$ cat src/rtl/lcd_pkg.sv
package lcd_pkg;

    // Contents of the single pipeline stage
    typedef enum logic [1:0] {
        ST_IDLE    = 2'd0,
        ST_ENCODED = 2'd1,
        ST_CHECKED = 2'd2
    } lcd_state_e;

endpackage

$ cat src/rtl/lcd_csum.sv
// One's-complement sum of a data field taken as CSUM_W-bit words.
// Bits at and above USE_W are treated as zero.
module lcd_csum #(
    parameter int DATA_W = 57,
    parameter int CSUM_W = 7,
    parameter int USE_W  = 57
) (
    input  logic [DATA_W-1:0] data,
    output logic [CSUM_W-1:0] sum
);
    localparam int NWORDS   = (DATA_W + CSUM_W - 1) / CSUM_W;
    localparam int PADDED_W = NWORDS * CSUM_W;
    localparam logic [DATA_W-1:0] USE_MASK = {DATA_W{1'b1}} >> (DATA_W - USE_W);

    function automatic logic [CSUM_W-1:0] oc_add(input logic [CSUM_W-1:0] a,
                                                 input logic [CSUM_W-1:0] b);
        logic [CSUM_W:0] s;
        s = {1'b0, a} + {1'b0, b};
        return s[CSUM_W-1:0] + CSUM_W'(s[CSUM_W]);
    endfunction

    logic [PADDED_W-1:0] padded;

    always_comb begin
        padded = PADDED_W'(data & USE_MASK);
        sum    = '0;
        for (int i = 0; i < NWORDS; i++) begin
            sum = oc_add(sum, padded[i*CSUM_W +: CSUM_W]);
        end
    end

endmodule

$ cat src/rtl/lcd_lane.sv
// One chip lane: checksum generation and check.
module lcd_lane #(
    parameter int LANE_W = 64,
    parameter int CSUM_W = 7,
    parameter int USE_W  = 57
) (
    input  logic [LANE_W-1:0] lane_in,
    output logic [LANE_W-1:0] lane_enc,
    output logic              lane_bad
);
    localparam int DATA_W = LANE_W - CSUM_W;

    logic [CSUM_W-1:0] data_sum;
    logic [CSUM_W-1:0] stored;
    logic [CSUM_W:0]   raw;
    logic [CSUM_W-1:0] total;

    lcd_csum #(
        .DATA_W (DATA_W),
        .CSUM_W (CSUM_W),
        .USE_W  (USE_W)
    ) u_sum (
        .data (lane_in[DATA_W-1:0]),
        .sum  (data_sum)
    );

    always_comb begin
        stored   = lane_in[LANE_W-1 -: CSUM_W];
        lane_enc = {~data_sum, lane_in[DATA_W-1:0]};
        raw      = {1'b0, data_sum} + {1'b0, stored};
        total    = raw[CSUM_W-1:0] + CSUM_W'(raw[CSUM_W]);
        lane_bad = (total != {CSUM_W{1'b1}});
    end

endmodule

$ cat src/rtl/lcd_detector.sv
module lcd_detector
    import lcd_pkg::*;
#(
    parameter int CHIPS     = 9,
    parameter int LANE_W    = 64,
    parameter int CSUM_W    = 7,
    parameter int SURPLUS_W = 1
) (
    input  logic                    clk,
    input  logic                    rst_n,
    input  logic                    in_valid,
    input  logic                    in_write,
    input  logic [CHIPS*LANE_W-1:0] in_word,
    output logic                    out_valid,
    output logic [CHIPS*LANE_W-1:0] out_word,
    output logic [CHIPS-1:0]        out_err,
    output logic                    out_multi
);
    localparam int BUS_W  = CHIPS * LANE_W;
    localparam int DATA_W = LANE_W - CSUM_W;

    logic [BUS_W-1:0] enc_word;
    logic [CHIPS-1:0] chip_bad;

    for (genvar c = 0; c < CHIPS; c++) begin : g_lane
        localparam int USE_W = (c == CHIPS - 1) ? DATA_W - SURPLUS_W : DATA_W;
        lcd_lane #(
            .LANE_W (LANE_W),
            .CSUM_W (CSUM_W),
            .USE_W  (USE_W)
        ) u_lane (
            .lane_in  (in_word[c*LANE_W +: LANE_W]),
            .lane_enc (enc_word[c*LANE_W +: LANE_W]),
            .lane_bad (chip_bad[c])
        );
    end

    lcd_state_e       state, state_nx;
    logic [BUS_W-1:0] word_q;
    logic [CHIPS-1:0] err_q;

    always_comb begin
        if (!in_valid)     state_nx = ST_IDLE;
        else if (in_write) state_nx = ST_ENCODED;
        else               state_nx = ST_CHECKED;
    end

    // State register
    always_ff @(posedge clk) begin
        if (!rst_n) state <= ST_IDLE;
        else        state <= state_nx;
    end

    // Stage data
    always_ff @(posedge clk) begin
        if (!rst_n) begin
            word_q <= '0;
            err_q  <= '0;
        end else begin
            word_q <= !in_valid ? '0 : (in_write ? enc_word : in_word);
            err_q  <= (in_valid && !in_write) ? chip_bad : '0;
        end
    end

    // Outputs
    always_comb begin
        out_valid = 1'b0;
        out_word  = '0;
        out_err   = '0;
        out_multi = 1'b0;
        unique case (state)
            ST_IDLE: ;
            ST_ENCODED: begin
                out_valid = 1'b1;
                out_word  = word_q;
            end
            ST_CHECKED: begin
                out_valid = 1'b1;
                out_word  = word_q;
                out_err   = err_q;
                out_multi = (err_q & (err_q - 1'b1)) != '0;
            end
            default: ;
        endcase
    end

endmodule

$ cat config.mk
export PLATFORM = sky130hd
export DESIGN_NAME = lcd_detector
export DESIGN_NICKNAME = d
export VERILOG_FILES = /design/src/rtl/lcd_pkg.sv /design/src/rtl/lcd_csum.sv /design/src/rtl/lcd_lane.sv /design/src/rtl/lcd_detector.sv
export SDC_FILE = /design/constraint.sdc
export NUM_CORES = 2
export LEC_CHECK = 0
export CORE_AREA = 4 4 449 451
export DETAILED_ROUTE_END_ITERATION = 12
export DIE_AREA = 0 0 453 455
export PLACE_DENSITY = 0.46
export SETUP_SLACK_MARGIN = 0.5
export SLEW_MARGIN = 10
export SYNTH_ARGS = -nofsm -noshare
export SYNTH_HDL_FRONTEND = slang
export SYNTH_SLANG_ARGS = --single-unit
$ cat constraint.sdc
create_clock -name clk -period 34.4 [get_ports clk]
set_input_delay 10.32 -clock clk [delete_from_list [all_inputs] [get_ports clk]]
set_output_delay 10.32 -clock clk [all_outputs]
set_load 0.02 [all_outputs]
==> impl_metrics.yaml <==
clock_network:
  clk_pin_slew_worst_paths_ns: 0.06
  cts_max_level: 3
  cts.sinks: 587
  clk_path_buf_depth: 3
  post-cts-setup-buffer-count: 0
  root_buffer: "clkbuf_16"
  cts_resized: 0
  cts_hold_buf: 0
  cts_buffers: 82
  cts_tree: "done"
global_route:
  track_usage: 0.194
  top_usage_layer: "met2"
  antenna_found_initial: 49
  grt_pass1_wl_mm: 295
  grt_max_degree: 184
  grt_use_met2: 0.354
  grt_pass1_vias: 42300
  grtUsageMet1: 0.233
  overflow: 0
  grtUsageMet3: 0.0364
yosys:
  synth-adder-area-share: 0.214
  ys_seq_area_frac: 0.248
  synth_commonest_cells: "ha_1 (689), nor2b_1 (675), dfxtp_1 (587)"
  syn_nets: 6798
  synth_edf_count: 0
  synth-simple-area-share: 0.236
  avgSynthCellArea_um2: 8.67
  yosysUniqueCellTypes: 78
  synth_top_area_frac: 0.248
  synth_compound_area_frac: 0.110
  yosys-top-cells-area: "dfxtp_1 (25%), ha_1 (18%), xnor2_1 (11%)"
  synthMuxAreaShare: 0.00642
  yosys.area.top_type: "dfxtp_1"
  synth_xor_xnor_area_share: 0.138
  netlist_area_um2: 47300
  ys_warn_count: 0
  synth_cells: 5457
  async_flop_share: 0
  synth_top_family_by_area: "simple AND/OR/NAND/NOR gates"
  yosysMostFrequentCell: "ha_1"
  ys_ff_latch: 587
  synth_ff_type: "dfxtp_1"
routing:
  drc: 0
  drt-initial-drc-count: 1852
  ant_nets: 0
  vias: 41800
  vias_per_cell: 4.51
  drt-wirelength-per-cell_um: 22.7
  firstDrtPassIters: 5
  wl_mm: 210
layout:
  final_nets: 7870
  final_layout_size_suffix_gt1_frac: 0.0297
  area_delta_synth_final_pct: 36.7
placement:
  port_buffers: 1166
  gp_congestion: 0.893
  dpl.hpwl_mm: 174
worst_hold_path:
  hp-class: "input pin to register"
  hold_depth: 2
  worst_hold_path.endpoint: "word_q[186]"
  hold_start: "in_write"
critical_path:
  max_stage_delay_ns: 0.52
  required_ns: 34.97
  critPathSlowestCell: "clkdlybuf4s50_1"
  critPathKind: "input pin to register"
  critPathArrivalTime_ns: 27.90
  crit_path_max_fanout: 9
  crit_path_end_kind: "register"
  startpoint_type: "input pin"
  crit_top_cell: "ha_1"
timing:
  maxSlewViolCount: 0
  max_freq_mhz: 36.6
  timing.setup.tns_ns: 0
  setup_viol: 0
  min_period_ns: 27.32
  rsz0062_at_grt: "false"
  hold_viol: 0
  timing.final.crit_share: 0.794
  tightest_slew_ns: 1.07
  slew_headroom: 0.281
floorplanning:
  die_area_um2: 206000
  dieWidth_um: 453
  ios: 1167
  die_h_um: 455
  design.core.area_um2: 197000
  start_util: 0.240
  rows: 163
run_status:
  status: "complete, no violations"
flow_run:
  drv_cap: 0
## state kept, by name, indices dropped and copies added, names as in the netlist
name,cells
word_q,576
err_q,9
state,2
## cells by family (layout without fill, tap and decap cells)
group | Yosys count | count (layout)
buffers and inverters | 596 | 1729
and+or+nand+nor | 1910 | 1910
adders and majority gates | 768 | 768
other | 0 | 25
DFF | 587 | 587
xor gates and xnor gates | 738 | 738
AOI/OAI and AO/OA | 829 | 829
muxes | 29 | 29
## stage by stage
step | hold WS, ns | setup slack [ns] | instance area, um2 | std cells | util
floorplan | 10.43 | 8.63 | 47300 | 5457 | -
global placement | 10.76 | 6.53 | 61800 | 9085 | 0.313
detailed placement | 10.76 | 6.38 | 61800 | 9085 | 0.313
CTS | 9.95 | 7.17 | 64600 | 9230 | 0.328
global route | 10.02 | 5.52 | 64700 | 9245 | 0.328
finish | 10.03 | 7.08 | 64700 | 9255 | 0.328
## layout by cell type, fill, tap and decap left out, types with 11 or more instances in the layout
master and n:
nand4_1 93, o21ai_1 17, a211oi_1 22, nor3_1 27, inv_1 393, mux2i_1 21, o21a_1 27, nand2b_1 99
xor2_1 164, a21o_1 152, o21ai_0 125, nand3_1 152, xnor2_1 570, a21oi_1 305, and2_1 67, buf_4 20
nor3b_1 12, nor2_1 154, clkbuf_16 83, nor4_1 19, and3_1 487, clkinv_2 11, clkbuf_8 13, a31oi_1 11
nand2_1 83, ha_1 688, nand3b_1 11, clkdlybuf4s50_1 1163, dfxtp_1 587, fa_1 72, o21bai_1 119, diode_2 25
nor2b_1 675
## worst max-delay path, delay by kind of cell
family / cells / cell delay (ns)
xor gates and xnor gates: 8 / 1.54
buffers and inverters: 1 / 0.52
adders and majority gates: 24 / 6.41
and+or+nand+nor: 20 / 2.58
AOI/OAI and AO/OA: 37 / 6.54
## how the worst max path moves through the flow
stage / endpoint / slack [ns] / start / depth (start not counted)
after floorplan: err_q[4] / 8.63 / in_word[257] / 92
after global placement: err_q[6] / 6.53 / in_word[385] / 90
after detailed placement: err_q[7] / 6.38 / in_word[449] / 90
after CTS: err_q[6] / 7.17 / in_word[385] / 90
after global routing: err_q[7] / 5.52 / in_word[449] / 90
final: err_q[6] / 7.08 / in_word[385] / 90
## cell type report
type	count	area, um2
Fill cell	20700	133000
Multi-Input combinational cell	4274	33400
Timing Repair Buffer	1188	11900
Sequential cell	587	11800
Tap cell	2640	3300
Clock buffer	104	2290
Inverter	396	1490
Clock inverter	41	554
Antenna cell	25	62.6
## routing by layer
metal / vias to the layer above / part of all wire
li1: 20800 / -
met1: 19900 / 0.42
met2: 893 / 0.51
met3: 186 / 0.054
met4: 6 / 0.023
met5: - / 0.00016
Power is not shown: default switching activity piles up to over one toggle a cycle in this logic, so the estimate is an artifact.
